$ cat src/rtl/kbd_pkg.sv
package kbd_pkg;
  typedef enum logic [1:0] {B_IDLE, B_DECODE, B_ACCESS, B_ACK} bus_st_e;
  typedef enum logic {K_WAIT, K_LOAD} key_st_e;
  typedef enum logic [1:0] {SEL_NONE, SEL_STAT, SEL_DATA} reg_sel_e;
endpackage

$ cat src/rtl/kbd_tick_gen.sv
module kbd_tick_gen #(
  parameter int TICK_DIV = 4
) (
  input  logic clk,
  input  logic rst,
  output logic tick
);
  localparam int CW = (TICK_DIV > 2) ? $clog2(TICK_DIV) : 1;
  localparam logic [CW-1:0] LAST = CW'(TICK_DIV - 1);

  logic [CW-1:0] cnt;

  always_ff @(posedge clk) begin
    if (rst) cnt <= '0;
    else if (cnt == LAST) cnt <= '0;
    else cnt <= cnt + 1'b1;
  end

  assign tick = (cnt == LAST);

  // a tick is never followed by another tick on the next clock
  assert_tick_spacing_R2: assert property (@(posedge clk) disable iff (rst)
    tick |=> !tick);
endmodule

$ cat src/rtl/kbd_bus_fsm.sv
module kbd_bus_fsm
  import kbd_pkg::*;
#(
  parameter int ADDR_W = 16,
  parameter int DATA_W = 16,
  parameter logic [ADDR_W-1:0] STAT_ADDR = 16'hFE00,
  parameter logic [ADDR_W-1:0] DATA_ADDR = 16'hFE02
) (
  input  logic              clk,
  input  logic              rst,
  input  logic              tick,
  input  logic              bus_req,
  input  logic              bus_we,
  input  logic [ADDR_W-1:0] bus_addr,
  input  logic [DATA_W-1:0] bus_wdata,
  input  logic [DATA_W-1:0] stat_val,
  input  logic [DATA_W-1:0] data_val,
  output logic              bus_ack,
  output logic [DATA_W-1:0] bus_rdata,
  output logic              wr_stat,
  output logic              wr_data,
  output logic [DATA_W-1:0] wdata_q,
  output logic              clr_ready
);
  bus_st_e           st;
  reg_sel_e          sel_q;
  reg_sel_e          sel_d;
  logic [ADDR_W-1:0] addr_q;
  logic              we_q;

  always_comb begin
    if (addr_q == STAT_ADDR) sel_d = SEL_STAT;
    else if (addr_q == DATA_ADDR) sel_d = SEL_DATA;
    else sel_d = SEL_NONE;
  end

  always_ff @(posedge clk) begin
    if (rst) begin
      st        <= B_IDLE;
      sel_q     <= SEL_NONE;
      addr_q    <= '0;
      we_q      <= 1'b0;
      wdata_q   <= '0;
      bus_ack   <= 1'b0;
      bus_rdata <= '0;
    end else begin
      bus_ack <= 1'b0;
      if (tick) begin
        unique case (st)
          B_IDLE: begin
            if (bus_req) begin
              addr_q  <= bus_addr;
              we_q    <= bus_we;
              wdata_q <= bus_wdata;
              st      <= B_DECODE;
            end
          end
          B_DECODE: begin
            sel_q <= sel_d;
            st    <= (sel_d == SEL_NONE) ? B_IDLE : B_ACCESS;
          end
          B_ACCESS: begin
            if (!we_q) bus_rdata <= (sel_q == SEL_STAT) ? stat_val : data_val;
            bus_ack <= 1'b1;
            st      <= B_ACK;
          end
          B_ACK: st <= B_IDLE;
          default: st <= B_IDLE;
        endcase
      end
    end
  end

  assign wr_stat   = tick && (st == B_ACCESS) && we_q && (sel_q == SEL_STAT);
  assign wr_data   = tick && (st == B_ACCESS) && we_q && (sel_q == SEL_DATA);
  assign clr_ready = tick && (st == B_ACK) && !we_q && (sel_q == SEL_DATA);

  // acknowledge lasts one clock
  assert_ack_pulse_R3: assert property (@(posedge clk) disable iff (rst)
    bus_ack |=> !bus_ack);
  // bus state only moves on a tick
  assert_bus_hold_R2: assert property (@(posedge clk) disable iff (rst)
    !tick |=> $stable(st));
  // an acknowledge is always followed by the wait-for-tick phase
  assert_ack_phase_R3: assert property (@(posedge clk) disable iff (rst)
    bus_ack |-> (st == B_ACK));
  // at most one register action per clock
  assert_one_action_R4: assert property (@(posedge clk) disable iff (rst)
    $onehot0({wr_stat, wr_data, clr_ready}));
endmodule

$ cat src/rtl/kbd_key_fsm.sv
module kbd_key_fsm
  import kbd_pkg::*;
#(
  parameter int KEY_W = 8
) (
  input  logic             clk,
  input  logic             rst,
  input  logic             tick,
  input  logic             key_valid,
  input  logic [KEY_W-1:0] key_data,
  output logic             key_accept,
  output logic             load,
  output logic [KEY_W-1:0] load_data
);
  key_st_e st;

  always_ff @(posedge clk) begin
    if (rst) begin
      st         <= K_WAIT;
      key_accept <= 1'b0;
      load_data  <= '0;
    end else begin
      key_accept <= 1'b0;
      if (tick) begin
        unique case (st)
          K_WAIT: begin
            if (key_valid) begin
              load_data  <= key_data;
              key_accept <= 1'b1;
              st         <= K_LOAD;
            end
          end
          K_LOAD: st <= K_WAIT;
          default: st <= K_WAIT;
        endcase
      end
    end
  end

  assign load = tick && (st == K_LOAD);

  // accept is a single-clock pulse
  assert_accept_pulse_R7: assert property (@(posedge clk) disable iff (rst)
    key_accept |=> !key_accept);
  // a key is only taken while offered
  assert_accept_valid_R7: assert property (@(posedge clk) disable iff (rst)
    key_accept |-> $past(key_valid));
  // key state only moves on a tick
  assert_key_hold_R2: assert property (@(posedge clk) disable iff (rst)
    !tick |=> $stable(st));
endmodule

$ cat src/rtl/kbd_regs.sv
module kbd_regs #(
  parameter int DATA_W = 16,
  parameter int KEY_W  = 8
) (
  input  logic              clk,
  input  logic              rst,
  input  logic              wr_stat,
  input  logic              wr_data,
  input  logic [DATA_W-1:0] wdata,
  input  logic              clr_ready,
  input  logic              load,
  input  logic [KEY_W-1:0]  load_data,
  output logic [DATA_W-1:0] stat_val,
  output logic [DATA_W-1:0] data_val,
  output logic              irq
);
  localparam int RDY_BIT = DATA_W - 1;
  localparam int IE_BIT  = DATA_W - 2;

  logic             ready;
  logic             ie;
  logic [KEY_W-1:0] code;
  logic             unused_wbits;

  assign unused_wbits = ^wdata[IE_BIT-1:KEY_W];

  always_ff @(posedge clk) begin
    if (rst) begin
      ready <= 1'b0;
      ie    <= 1'b0;
      code  <= '0;
    end else begin
      if (wr_stat) ie <= wdata[IE_BIT];
      if (load) begin
        ready <= 1'b1;
        code  <= load_data;
      end else begin
        if (wr_stat) ready <= wdata[RDY_BIT];
        else if (clr_ready) ready <= 1'b0;
        if (wr_data) code <= wdata[KEY_W-1:0];
      end
    end
  end

  assign stat_val = {ready, ie, {(DATA_W-2){1'b0}}};
  assign data_val = {{(DATA_W-KEY_W){1'b0}}, code};
  assign irq      = ready & ie;

  // a key load always leaves ready set
  assert_load_ready_R11: assert property (@(posedge clk) disable iff (rst)
    load |=> ready);
  // loaded code matches the captured key
  assert_load_code_R9: assert property (@(posedge clk) disable iff (rst)
    load |=> (code == $past(load_data)));
  // a read-clear without a competing load drops ready
  assert_clear_R8: assert property (@(posedge clk) disable iff (rst)
    (clr_ready && !load) |=> !ready);
endmodule

$ cat src/rtl/kbd_ctrl.sv
module kbd_ctrl #(
  parameter int ADDR_W   = 16,
  parameter int DATA_W   = 16,
  parameter int KEY_W    = 8,
  parameter int TICK_DIV = 4,
  parameter logic [ADDR_W-1:0] STAT_ADDR = 16'hFE00,
  parameter logic [ADDR_W-1:0] DATA_ADDR = 16'hFE02
) (
  input  logic              clk,
  input  logic              rst,
  input  logic              bus_req,
  input  logic              bus_we,
  input  logic [ADDR_W-1:0] bus_addr,
  input  logic [DATA_W-1:0] bus_wdata,
  output logic [DATA_W-1:0] bus_rdata,
  output logic              bus_ack,
  input  logic              key_valid,
  input  logic [KEY_W-1:0]  key_data,
  output logic              key_accept,
  output logic              irq
);
  logic              tick;
  logic              wr_stat;
  logic              wr_data;
  logic              clr_ready;
  logic              load;
  logic [KEY_W-1:0]  load_data;
  logic [DATA_W-1:0] wdata_q;
  logic [DATA_W-1:0] stat_val;
  logic [DATA_W-1:0] data_val;

  kbd_tick_gen #(.TICK_DIV(TICK_DIV)) u_tick (
    .clk(clk), .rst(rst), .tick(tick)
  );

  kbd_bus_fsm #(
    .ADDR_W(ADDR_W), .DATA_W(DATA_W),
    .STAT_ADDR(STAT_ADDR), .DATA_ADDR(DATA_ADDR)
  ) u_bus (
    .clk(clk), .rst(rst), .tick(tick),
    .bus_req(bus_req), .bus_we(bus_we), .bus_addr(bus_addr),
    .bus_wdata(bus_wdata), .stat_val(stat_val), .data_val(data_val),
    .bus_ack(bus_ack), .bus_rdata(bus_rdata),
    .wr_stat(wr_stat), .wr_data(wr_data), .wdata_q(wdata_q),
    .clr_ready(clr_ready)
  );

  kbd_key_fsm #(.KEY_W(KEY_W)) u_key (
    .clk(clk), .rst(rst), .tick(tick),
    .key_valid(key_valid), .key_data(key_data),
    .key_accept(key_accept), .load(load), .load_data(load_data)
  );

  kbd_regs #(.DATA_W(DATA_W), .KEY_W(KEY_W)) u_regs (
    .clk(clk), .rst(rst),
    .wr_stat(wr_stat), .wr_data(wr_data), .wdata(wdata_q),
    .clr_ready(clr_ready), .load(load), .load_data(load_data),
    .stat_val(stat_val), .data_val(data_val), .irq(irq)
  );

  // interrupt falls only when ready or enable went away
  assert_irq_source_R10: assert property (@(posedge clk) disable iff (rst)
    $fell(irq) |-> (!stat_val[DATA_W-1] || !stat_val[DATA_W-2]));
endmodule

$ cat config.mk
export PLATFORM = sky130hd
export DESIGN_NAME = kbd_ctrl
export DESIGN_NICKNAME = d
export VERILOG_FILES = /design/src/rtl/kbd_pkg.sv /design/src/rtl/kbd_tick_gen.sv /design/src/rtl/kbd_bus_fsm.sv /design/src/rtl/kbd_key_fsm.sv /design/src/rtl/kbd_regs.sv /design/src/rtl/kbd_ctrl.sv
export SDC_FILE = /design/constraint.sdc
export NUM_CORES = 1
export LEC_CHECK = 0
export BUFFER_PORTS_ARGS = -buffer_cell sky130_fd_sc_hd__buf_2
export CAP_MARGIN = 20
export CORE_ASPECT_RATIO = 1.75
export CORE_UTILIZATION = 50
export DETAILED_ROUTE_END_ITERATION = 10
export PLACE_DENSITY_LB_ADDON = 0.1
export SLEW_MARGIN = 0
export SYNTH_ARGS = -nofsm -noshare
export SYNTH_HDL_FRONTEND = slang
export SYNTH_SLANG_ARGS = --single-unit
$ cat constraint.sdc
create_clock -name clk -period 2.5 [get_ports clk]
set_input_delay 0.5 -clock clk [delete_from_list [all_inputs] [get_ports clk]]
set_output_delay 0.5 -clock clk [all_outputs]
set_load 0.03 [all_outputs]
==> results.sh, run 1 <==
export IMPL_cts_buffers=9
export IMPL_fp_dieW_um=56.5
export IMPL_fin_worst_skew_ns=0.00744
export IMPL_synth_top_family_by_area="simple AND/OR/NAND/NOR gates"
export IMPL_grtUsageTotal_pct=20.5
export IMPL_syn_inst=303
export IMPL_hold_depth=3
export IMPL_multi_input_area_um2=1150
export IMPL_cp_arrival_ns=2.04
export IMPL_clockBufferDepth=2
export IMPL_crit_fanout=17
export IMPL_power_leakage_nw=1.18
export IMPL_antenna_found_initial=0
export IMPL_die_area_um2=5490
export IMPL_synth_cell_types=35
export IMPL_worstHoldPathType="input port to flip-flop"
export IMPL_seq_area_um2=1280
export IMPL_io_pin_count=64
export IMPL_reg2reg_depth=4
export IMPL_routed_via_density=5.35
export IMPL_worstPathRequired_ns=2.70
export IMPL_grt_pass1_vias=2092
export IMPL_worst_pin_slew_ns=0.634
export IMPL_cts_root_buffer="clkbuf_8"
export IMPL_ys_warn_count=0
export IMPL_wl_per_cell_um=12.8
export IMPL_r2r_setup_slack_ns=0.66
export IMPL_yosys_area_share_simple_pct=25.7
export IMPL_wirelength_um=5160
export IMPL_period_needed_ns=1.84
export IMPL_grt_max_degree=65
export IMPL_hold_viol=0
export IMPL_core_um2=4980
export IMPL_rr_startpoint="u_tick.cnt[0]"
export IMPL_synth_seq_cells=64
export IMPL_cts_sinks=64
export IMPL_cts_tree="yes"
export IMPL_crit_type="flip-flop to flip-flop"
export IMPL_worstHoldEndpoint="u_bus.addr_q[6]"
export IMPL_row_count=34
export IMPL_io_buffers=51
export IMPL_slew_headroom_pct=57.7
export IMPL_place_hpwl_um=3590
export IMPL_grt_ovfl_total=0
export IMPL_status="complete, no violations"
export IMPL_cp_cell_sequence="ha_1, nand3b_1, mux2i_1, nor2_1"
export IMPL_ctsHoldBuffers=0
export IMPL_rsz0062_at_grt="false"
export IMPL_post_cts_buffers=0
export IMPL_drt_iter0_drc=32
export IMPL_clock_latency_ns=0.34
export IMPL_n_antenna_cell=0
export IMPL_drv_slew=0
export IMPL_gp_congestion=0.800
export IMPL_ctsHtreeMaxLevel=3
export IMPL_min_from="bus_addr[6]"
export IMPL_instances_no_fill=403
export IMPL_endpoint_kind="flip-flop"
export IMPL_start_util_pct=52.1
export IMPL_synthAdderAreaFrac_pct=0.482
export IMPL_fillers=504
export IMPL_tns_ns=0
export IMPL_ir_worst_vdd_uv=631
export IMPL_cp_slowest_cell="nand3b_1"
export IMPL_via_count=2155
export IMPL_max_clock_freq_ghz=0.543
export IMPL_grt_pass1_wl_um=8710
export IMPL_netlist_area_um2=2590
export IMPL_r2r_end="u_key.load_data[7]"
export IMPL_cts_resized=0
export IMPL_drv_cap=0
export IMPL_fin_crit_sh_pct=73.6
export IMPL_nNetsFinal=390
export IMPL_muxShareOfSynthArea_pct=3.52
export IMPL_first_pass_iters=4
export IMPL_synth_compound_area_share_pct=13.5
export IMPL_place_inst=387
export IMPL_yosys_area_share_xor_xnor_pct=0
export IMPL_clk_pin_slew_worst_paths_ns=0.07
export IMPL_ant_nets=0
export IMPL_drc=0
export IMPL_die_h_um=97.3
export IMPL_p_per_area_nw_per_um2=685
export IMPL_area_delta_synth_final_pct=14.8
export IMPL_avgSynthCellArea_um2=8.56
export IMPL_yosysSeqAreaShare_pct=49.4
export IMPL_max_stage_delay_ns=0.53
export IMPL_setup_violations=0
export IMPL_start_kind="flip-flop"
export IMPL_drive_gt1_share_pct=21.2
-- report_power, final --
| part | internal (mW) | leakage (nW) | total, mW | switching, mW |
|---|---|---|---|---|
| logic | 0.0463 | 0.560 | 0.111 | 0.0648 |
| registers | 1.04 | 0.517 | 1.05 | 0.0116 |
| clock network | 0.512 | 0.103 | 0.880 | 0.368 |
| total | 1.60 | 1.18 | 2.04 | 0.444 |
-- critical path: cells and delay by family, from the launching register on --
kind	cells	cell delay, ns
adders and majority gates	1	0.47
muxes	1	0.30
and+or+nand+nor	2	0.59
DFF	1	0.34
-- sequential cells by signal, indices dropped and copies added (netlist names), named ones only --
signal	cells
u_tick.cnt	2
u_key.key_accept	1
u_bus.wdata_q	10
u_bus.st	1
u_bus.we_q	1
u_regs.code	8
u_bus.sel_q	2
u_key.st	1
u_regs.ie	1
u_bus.addr_q	16
u_bus.bus_ack	1
u_regs.ready	1
u_bus.bus_rdata	10
u_key.load_data	8
-- routing by layer --
layer | wire length (um) | vias to the layer above | GRT usage, %
met5 | 0 | - | 0
met4 | 282 | 0 | 17.3
met3 | 204 | 19 | 4.93
met2 | 2610 | 58 | 33.1
met1 | 2060 | 963 | 21.8
li1 | - | 1115 | -
-- area by class of cell --
class / count / area share, %
Clock buffer: 13 / 5.33
Timing Repair Buffer: 55 / 9.58
Sequential cell: 64 / 43.0
Clock inverter: 3 / 1.34
Multi-Input combinational cell: 214 / 38.5
Tap cell: 54 / 2.27
-- synth_stat cells --
master      n  area share, %
a21oi_1    39            7.5
a311oi_1    9            3.0
and2_1      1           0.24
and3b_1     1           0.34
and4b_1     1           0.39
and4bb_1    1           0.48
and4bb_2    1           0.48
buf_1       1           0.14
buf_2       4           0.77
buf_4      10            2.9
buf_6       4            1.7
clkbuf_1   10            1.4
clkbuf_2    1           0.19
conb_1      1           0.14
dfxtp_1    64             49
ha_1        1           0.48
mux2_2      1           0.43
mux2i_1     8            3.1
nand2_1    66            9.5
nand2_2     1           0.24
nand2b_1    4           0.96
nand3_1    20            3.9
nand3b_1    7            2.0
nand4_1     1           0.24
nand4b_1    3            1.0
nand4bb_1   2           0.87
nor2_1     19            2.7
nor2b_1     2           0.48
nor3_1      1           0.19
nor3b_1     1           0.29
nor4_1      1           0.24
nor4b_1     2           0.68
o21ai_0    13            2.5
o31ai_2     1           0.48
or3_4       1           0.43
-- how the worst max path moves through the flow --
| stage | from | end | slack (ns) | cells after the start |
|---|---|---|---|---|
| 2_1_floorplan | u_tick.cnt[0] | u_key.load_data[0] | 1.13 | 6 |
| 3_3_place_gp | u_tick.cnt[0] | u_key.load_data[7] | 0.68 | 4 |
| 3_5_place_dp | u_tick.cnt[0] | u_key.load_data[7] | 0.63 | 4 |
| 4_1_cts | u_tick.cnt[0] | u_key.load_data[7] | 0.61 | 4 |
| 5_1_grt | u_tick.cnt[0] | u_key.load_data[1] | 0.37 | 4 |
| 6_report | u_tick.cnt[0] | u_key.load_data[7] | 0.66 | 4 |
-- kinds of logic (layout without fill, tap and decap cells) --
group | count (synthesis) | count (layout)
AND/OR/NAND/NOR | 136 | 136
flip-flops | 64 | 64
AO/OA/AOI/OAI | 62 | 62
buffers and inverters | 30 | 71
multiplexers | 9 | 9
adder cells (fa/ha/maj) | 1 | 1
other | 1 | 6
-- per-stage QoR --
| stage | hold slack [ns] | setup WS, ns | util, % | area [um2] | total power [mW] |
|---|---|---|---|---|---|
| finish | 0.391 | 0.660 | 59.9 | 2980 | 2.04 |
| global route | 0.391 | 0.369 | 59.9 | 2980 | 2.12 |
| CTS | 0.376 | 0.613 | 59.9 | 2980 | 2.07 |
| detailed placement | 0.418 | 0.634 | 55.9 | 2780 | 1.19 |
| global placement | 0.412 | 0.676 | 55.9 | 2780 | 1.18 |
| floorplan | 0.404 | 1.13 | - | 2610 | 1.16 |
-- cells in the final DEF, fill, tap and decap left out, types with 4 or more instances in the layout --
cell type,n
nand3_1,20
nor2_1,19
mux2i_1,8
buf_4,4
clkbuf_8,11
dfxtp_1,64
nand2b_1,4
a21oi_1,39
o21ai_0,13
nand3b_1,7
nand2_1,66
buf_2,51
a311oi_1,9
conb_1,6
Power figures use the tool's default switching activity.
==> inputs of run 2 (changes only) <==
--- a/config.mk
+++ b/config.mk
@@ -5,6 +5,7 @@
 export SDC_FILE = /design/constraint.sdc
 export NUM_CORES = 1
 export LEC_CHECK = 0
+export ABC_AREA = 1
 export BUFFER_PORTS_ARGS = -buffer_cell sky130_fd_sc_hd__buf_2
 export CAP_MARGIN = 20
 export CORE_ASPECT_RATIO = 1.75
==> constraint.sdc (replaced) <==
create_clock -name clk -period 1.9 [get_ports clk]
set_input_delay 0.38 -clock clk [delete_from_list [all_inputs] [get_ports clk]]
set_output_delay 0.38 -clock clk [all_outputs]
set_load 0.03 [all_outputs]
==> run 2 against run 1 <==
Compared with the run above: largest power group unchanged; core utilization is 2.7 points higher; non-clock buffer count is 3 higher; final cell count is 11% higher; hold slack worse by 0.093 ns; highest routed layer unchanged; register-to-register slack worse by 0.38 ns; count of clock-buffer cells in the layout stayed put; maximum frequency is 14% higher; clock skew is 0.0013 ns lower; final area is 0.63% higher; routed wire length is 9.0% lower; sequential share of layout area is 0.27 points lower.
==> results.sh, run 2 <==
export IMPL_route_met2_wl_um=2350
export IMPL_multi_input_area_um2=1020
export IMPL_grtUsageTotal_pct=19.9
export IMPL_fp_dieW_um=55.8
export IMPL_max_clock_freq_ghz=0.618
export IMPL_cts_root_buffer="clkbuf_8"
export IMPL_fin_worst_skew_ns=0.00609
export IMPL_ctsHoldBuffers=0
export IMPL_synth_edf_count=0
export IMPL_gp_congestion=0.761
export IMPL_reg2reg_depth=8
export IMPL_synth_cell_types=27
export IMPL_cp_arrival_ns=1.82
export IMPL_power_leakage_nw=1.30
export IMPL_drc=0
export IMPL_r2r_setup_slack_ns=0.28
export IMPL_cts_buffers=9
export IMPL_synthMostInstantiatedCell="nor2_1"
export IMPL_period_needed_ns=1.62
export IMPL_largest_register_ff_count=16
export IMPL_n_antenna_cell=0
export IMPL_io_buffers=51
export IMPL_nNetsFinal=435
export IMPL_wl_per_cell_um=10.5
export IMPL_via_count=2168
export IMPL_grt_ovfl_total=0
export IMPL_hold_viol=0
export IMPL_yosysSeqAreaShare_pct=50.6
export IMPL_rr_startpoint="u_tick.cnt[0]"
export IMPL_status="complete, no violations"
export IMPL_power_mw=2.73
export IMPL_routed_via_density=4.86
export IMPL_antenna_found_initial=0
export IMPL_ir_worst_vdd_uv=756
export IMPL_r2r_end="u_bus.bus_rdata[1]"
export IMPL_drv_slew=0
export IMPL_routed_top_layer="met4"
export IMPL_post_synth_top_area_fraction_pct=50.6
export IMPL_core_um2=4790
export IMPL_cts_sinks=64
export IMPL_row_count=33
export IMPL_layout_common_cells="nor2_1 (72), dfxtp_1 (64), o21ai_0 (53)"
export IMPL_cp_startpoint="u_tick.cnt[0]"
export IMPL_endpoint_kind="flip-flop"
export IMPL_async_reset_ff_share_pct=0
export IMPL_worstPathRequired_ns=2.10
export IMPL_ant_nets=0
export IMPL_min_from="bus_addr[11]"
export IMPL_grt_max_degree=27
export IMPL_wirelength_um=4690
export IMPL_tns_ns=0
export IMPL_grt_pass1_wl_um=8250
export IMPL_ys_top_cells_by_count="nor2_1 (72), dfxtp_1 (64), o21ai_0 (53)"
export IMPL_hold_depth=3
export IMPL_crit_type="flip-flop to flip-flop"
export IMPL_cts_resized=0
export IMPL_drive_gt1_share_pct=21.1
export IMPL_syn_inst=336
export IMPL_worstHoldPathType="input port to flip-flop"
export IMPL_die_area_um2=5370
export IMPL_io_pin_count=64
export IMPL_synth_area_leaders="dfxtp_1 (51%), nor2_1 (11%), o21ai_0 (10%), a21oi_1 (5.5%), nand2_1 (4.7%)"
export IMPL_fin_crit_sh_pct=85.2
export IMPL_p_per_area_nw_per_um2=912
export IMPL_post_cts_buffers=0
export IMPL_clk_pin_slew_worst_paths_ns=0.07
export IMPL_place_hpwl_um=3430
export IMPL_wl_met1_um=2040
export IMPL_layout_commonest_cell="nor2_1"
export IMPL_cts_tree="yes"
export IMPL_synth_top_area_cell="dfxtp_1"
export IMPL_worstHoldEndpoint="u_bus.addr_q[11]"
export IMPL_first_pass_iters=4
export IMPL_rsz0062_at_grt="false"
export IMPL_netlist_area_um2=2530
export IMPL_clockBufferDepth=2
export IMPL_holdWs_ns=0.297
export IMPL_start_kind="flip-flop"
export IMPL_fillers=479
export IMPL_grt_pass1_vias=1997
export IMPL_avgSynthCellArea_um2=7.54
export IMPL_ys_warn_count=0
export IMPL_reg_top3="u_bus.addr_q (16), u_bus.bus_rdata (10), u_bus.wdata_q (10)"
export IMPL_top_register="u_bus.addr_q"
export IMPL_synth_ff_type="dfxtp_1"
export IMPL_ctsHtreeMaxLevel=3
export IMPL_clock_latency_ns=0.33
export IMPL_met3_length_um=133
export IMPL_setup_violations=0
export IMPL_drv_cap=0
export IMPL_crit_fanout=11
export IMPL_synth_seq_cells=64
export IMPL_start_util_pct=52.9
export IMPL_area_delta_synth_final_pct=18.3
export IMPL_die_h_um=96.2
export IMPL_drt_iter0_drc=62
export IMPL_seq_area_um2=1280
run 2: cell count changes after synthesis, sizes merged, moves of 3 or more:
cell,before,now
a21oi,39,28
a311oi,9,0
buf,19,15
clkbuf,11,6
inv,0,32
mux2i,8,0
nand2,67,36
nand2b,4,0
nand3,20,16
nand3b,7,1
nand4b,3,0
nor2,19,75
o21ai,13,53
run 2: final cells by class:
class	instances	area share [%]
clock inverter	3	1.34
timing repair buffer	58	10.3
tap	52	2.17
sequential	64	42.7
clock buffer	13	5.30
inverter	33	4.13
multi-input combinational	223	34.1
run 2: logic make-up (layout without fill, tap and decap cells):
| family | count (synthesis) | in the layout | share of synthesized area [%] |
|---|---|---|---|
| flip-flops | 64 | 64 | 50.6 |
| AND/OR/NAND/NOR | 132 | 132 | 22.1 |
| buffers and inverters | 54 | 107 | 9.88 |
| AO/OA/AOI/OAI | 84 | 84 | 16.8 |
| adder cells (fa/ha/maj) | 1 | 1 | 0.494 |
| other | 1 | 6 | 0.148 |
run 2: through the flow:
step	utilization (%)	cells	setup WS [ns]	instance area [um2]
6_report	62.6	446	0.281	3000
2_1_floorplan	-	341	0.601	2550
3_3_place_gp	58.4	430	0.298	2800
5_1_grt	62.6	446	0.0775	3000
4_1_cts	62.6	446	0.243	3000
3_5_place_dp	58.4	430	0.282	2800
run 2: worst max path at each step:
stage	endpoint	cells past startpoint	slack [ns]
2_1_floorplan	u_regs.code[0]	9	0.60
3_3_place_gp	u_bus.bus_rdata[5]	8	0.30
3_5_place_dp	u_regs.code[2]	8	0.28
4_1_cts	u_bus.bus_rdata[1]	8	0.24
5_1_grt	u_regs.code[6]	8	0.08
6_report	u_bus.bus_rdata[1]	8	0.28
run 2: per-layer routing:
| metal | track usage (%) | up-vias |
|---|---|---|
| met5 | 0 | - |
| li1 | - | 1173 |
| met2 | 35.1 | 48 |
| met4 | 14.8 | 0 |
| met3 | 3.09 | 16 |
| met1 | 21.3 | 931 |
run 2: critical path: stages, from the launching register on:
cell     delay (ns)
dfxtp_1        0.33
ha_1           0.35
nand2_2        0.12
nor2_4         0.12
inv_2          0.06
nor2_4         0.21
inv_2          0.14
nand2_1        0.09
a21oi_1        0.06
run 2: where the power goes:
group / internal (mW) / total (mW) / switching (mW)
clock: 0.674 / 1.16 / 0.482
combinational: 0.0744 / 0.182 / 0.108
sequential: 1.38 / 1.40 / 0.0164
==> inputs of run 3 (changes only) <==
--- a/config.mk
+++ b/config.mk
@@ -10,9 +10,12 @@
 export CAP_MARGIN = 20
 export CORE_ASPECT_RATIO = 1.75
 export CORE_UTILIZATION = 50
+export CTS_BUF_LIST = sky130_fd_sc_hd__clkbuf_4 sky130_fd_sc_hd__clkbuf_8
 export DETAILED_ROUTE_END_ITERATION = 10
 export PLACE_DENSITY_LB_ADDON = 0.1
+export RECOVER_POWER = 50
 export SLEW_MARGIN = 0
 export SYNTH_ARGS = -nofsm -noshare
 export SYNTH_HDL_FRONTEND = slang
+export SYNTH_HIERARCHICAL = 1
 export SYNTH_SLANG_ARGS = --single-unit
==> run 3 against run 2 <==
Compared with the run above: first-iteration DRC count grew to 2.7 times the previous value; core utilization is 3.5 points lower; final cell count is 35% higher; hold slack worse by 0.051 ns; via count is 31% higher; die area is 28% higher.
==> results.sh, run 3 <==
export IMPL_n_antenna_cell=0
export IMPL_tns_ns=0
export IMPL_via_count=2839
export IMPL_drive_gt1_share_pct=14.9
export IMPL_cp_startpoint="u_tick/cnt[0]"
export IMPL_reg_top3="u_bus/addr_q (16), u_bus/bus_rdata (16), u_bus/wdata_q (10)"
export IMPL_rr_startpoint="u_tick/cnt[0]"
export IMPL_crit_type="flip-flop to flip-flop"
export IMPL_post_cts_buffers=0
export IMPL_die_h_um=109
export IMPL_ctsHtreeMaxLevel=3
export IMPL_clock_latency_ns=0.35
export IMPL_fillers=660
export IMPL_start_util_pct=52.2
export IMPL_hold_viol=0
export IMPL_nNetsFinal=565
export IMPL_fin_crit_sh_pct=87.1
export IMPL_ant_nets=0
export IMPL_antenna_found_initial=0
export IMPL_die_area_um2=6850
export IMPL_power_leakage_nw=1.83
export IMPL_endpoint_kind="flip-flop"
export IMPL_ir_worst_vdd_uv=729
export IMPL_rsz0062_at_grt="false"
export IMPL_cts_tree="yes"
export IMPL_drv_cap=0
export IMPL_row_count=38
export IMPL_grt_pass1_vias=2538
export IMPL_period_needed_ns=1.66
export IMPL_place_hpwl_um=4550
export IMPL_status="complete, no violations"
export IMPL_ys_warn_count=6
export IMPL_slew_headroom_pct=48.6
export IMPL_grtUsageTotal_pct=21.0
export IMPL_crit_fanout=25
export IMPL_cts_root_buffer="clkbuf_8"
export IMPL_wl_per_cell_um=10.9
export IMPL_setup_violations=0
export IMPL_grt_max_degree=30
export IMPL_p_per_area_nw_per_um2=868
export IMPL_cts_sinks=70
export IMPL_worst_pin_slew_ns=0.770
export IMPL_worstPathRequired_ns=2.19
export IMPL_reg2reg_depth=6
export IMPL_gp_congestion=0.861
export IMPL_multi_input_area_um2=1460
export IMPL_seq_area_um2=1400
export IMPL_place_inst=588
export IMPL_area_delta_synth_final_pct=13.2
export IMPL_power_mw=3.20
export IMPL_r2r_end="u_bus/addr_q[2]"
export IMPL_fp_dieW_um=63.0
export IMPL_ctsHoldBuffers=0
export IMPL_start_kind="flip-flop"
export IMPL_cts_buffers=9
export IMPL_drt_iter0_drc=168
export IMPL_holdWs_ns=0.247
export IMPL_syn_inst=466
export IMPL_grt_pass1_wl_um=11000
export IMPL_drc=0
export IMPL_layout_common_cells="nor2_1 (118), nand2_1 (92), dfxtp_1 (70)"
export IMPL_core_um2=6230
export IMPL_worstHoldPathType="input port to flip-flop"
export IMPL_crit_path_end="u_bus/addr_q[2]"
export IMPL_grt_ovfl_total=0
export IMPL_instances_no_fill=604
export IMPL_cts_resized=0
export IMPL_final_core_util_pct=59.1
export IMPL_first_pass_iters=4
export IMPL_netlist_area_um2=3250
export IMPL_clk_pin_slew_worst_paths_ns=0.08
export IMPL_max_clock_freq_ghz=0.604
export IMPL_avgSynthCellArea_um2=6.98
export IMPL_routed_via_density=4.70
export IMPL_fin_worst_skew_ns=0.0117
export IMPL_io_buffers=57
export IMPL_drv_slew=0
export IMPL_cp_arrival_ns=1.94
export IMPL_io_pin_count=64
export IMPL_clockBufferDepth=2
export IMPL_wirelength_um=6600
export IMPL_layout_commonest_cell="nor2_1"
export IMPL_r2r_setup_slack_ns=0.24
## run 3: how the worst min path moves through the flow
stage,to,startpoint,cells past startpoint,slack [ns]
floorplan,u_tick/cnt[0],u_tick/cnt[0],1,0.40
global placement,u_tick/cnt[0],u_tick/cnt[0],1,0.41
detailed placement,u_tick/cnt[0],u_tick/cnt[0],1,0.42
CTS,u_key/load_data[3],key_data[3],3,0.24
global route,u_key/load_data[0],key_data[0],3,0.23
finish,u_key/load_data[3],key_data[3],3,0.25
## run 3: through the flow
| step | cell area, um2 | setup WS (ns) |
|---|---|---|
| 2_1_floorplan | 3330 | 0.345 |
| 4_1_cts | 3730 | 0.235 |
| 5_1_grt | 3680 | 0.0281 |
| 6_report | 3680 | 0.245 |
| 3_5_place_dp | 3480 | 0.270 |
| 3_3_place_gp | 3480 | 0.303 |
## run 3: final cells by class
type	count	share of cell area [%]
multi-input cells	333	39.5
flip-flops and latches	70	38.0
well taps	80	2.72
clock buffers	11	3.94
repair buffers	65	8.66
clock inverters	5	2.89
inverters	40	4.21
## run 3: critical path, cell delays in order, from the launching register on
cell and delay, ns:
dfxtp_1 0.35, ha_1 0.17, buf_4 0.15, nand4_1 0.12, inv_1 0.59, nor2_1 0.09, nor2_1 0.13
## run 3: report_power, final
part           internal [mW]  total (mW)  leakage [nW]  switching (mW)
clock network          0.924        1.49         0.123           0.562
logic                 0.0763       0.184          1.14           0.108
registers               1.50        1.53         0.565          0.0237
## run 3: metal layers
layer / track usage [%] / up-vias / wire, um
li1: - / 1514 / -
met3: 5.33 / 15 / 229
met5: 0 / - / 0
met1: 22.4 / 1253 / 2870
met2: 36.8 / 57 / 3270
met4: 12.5 / 0 / 226
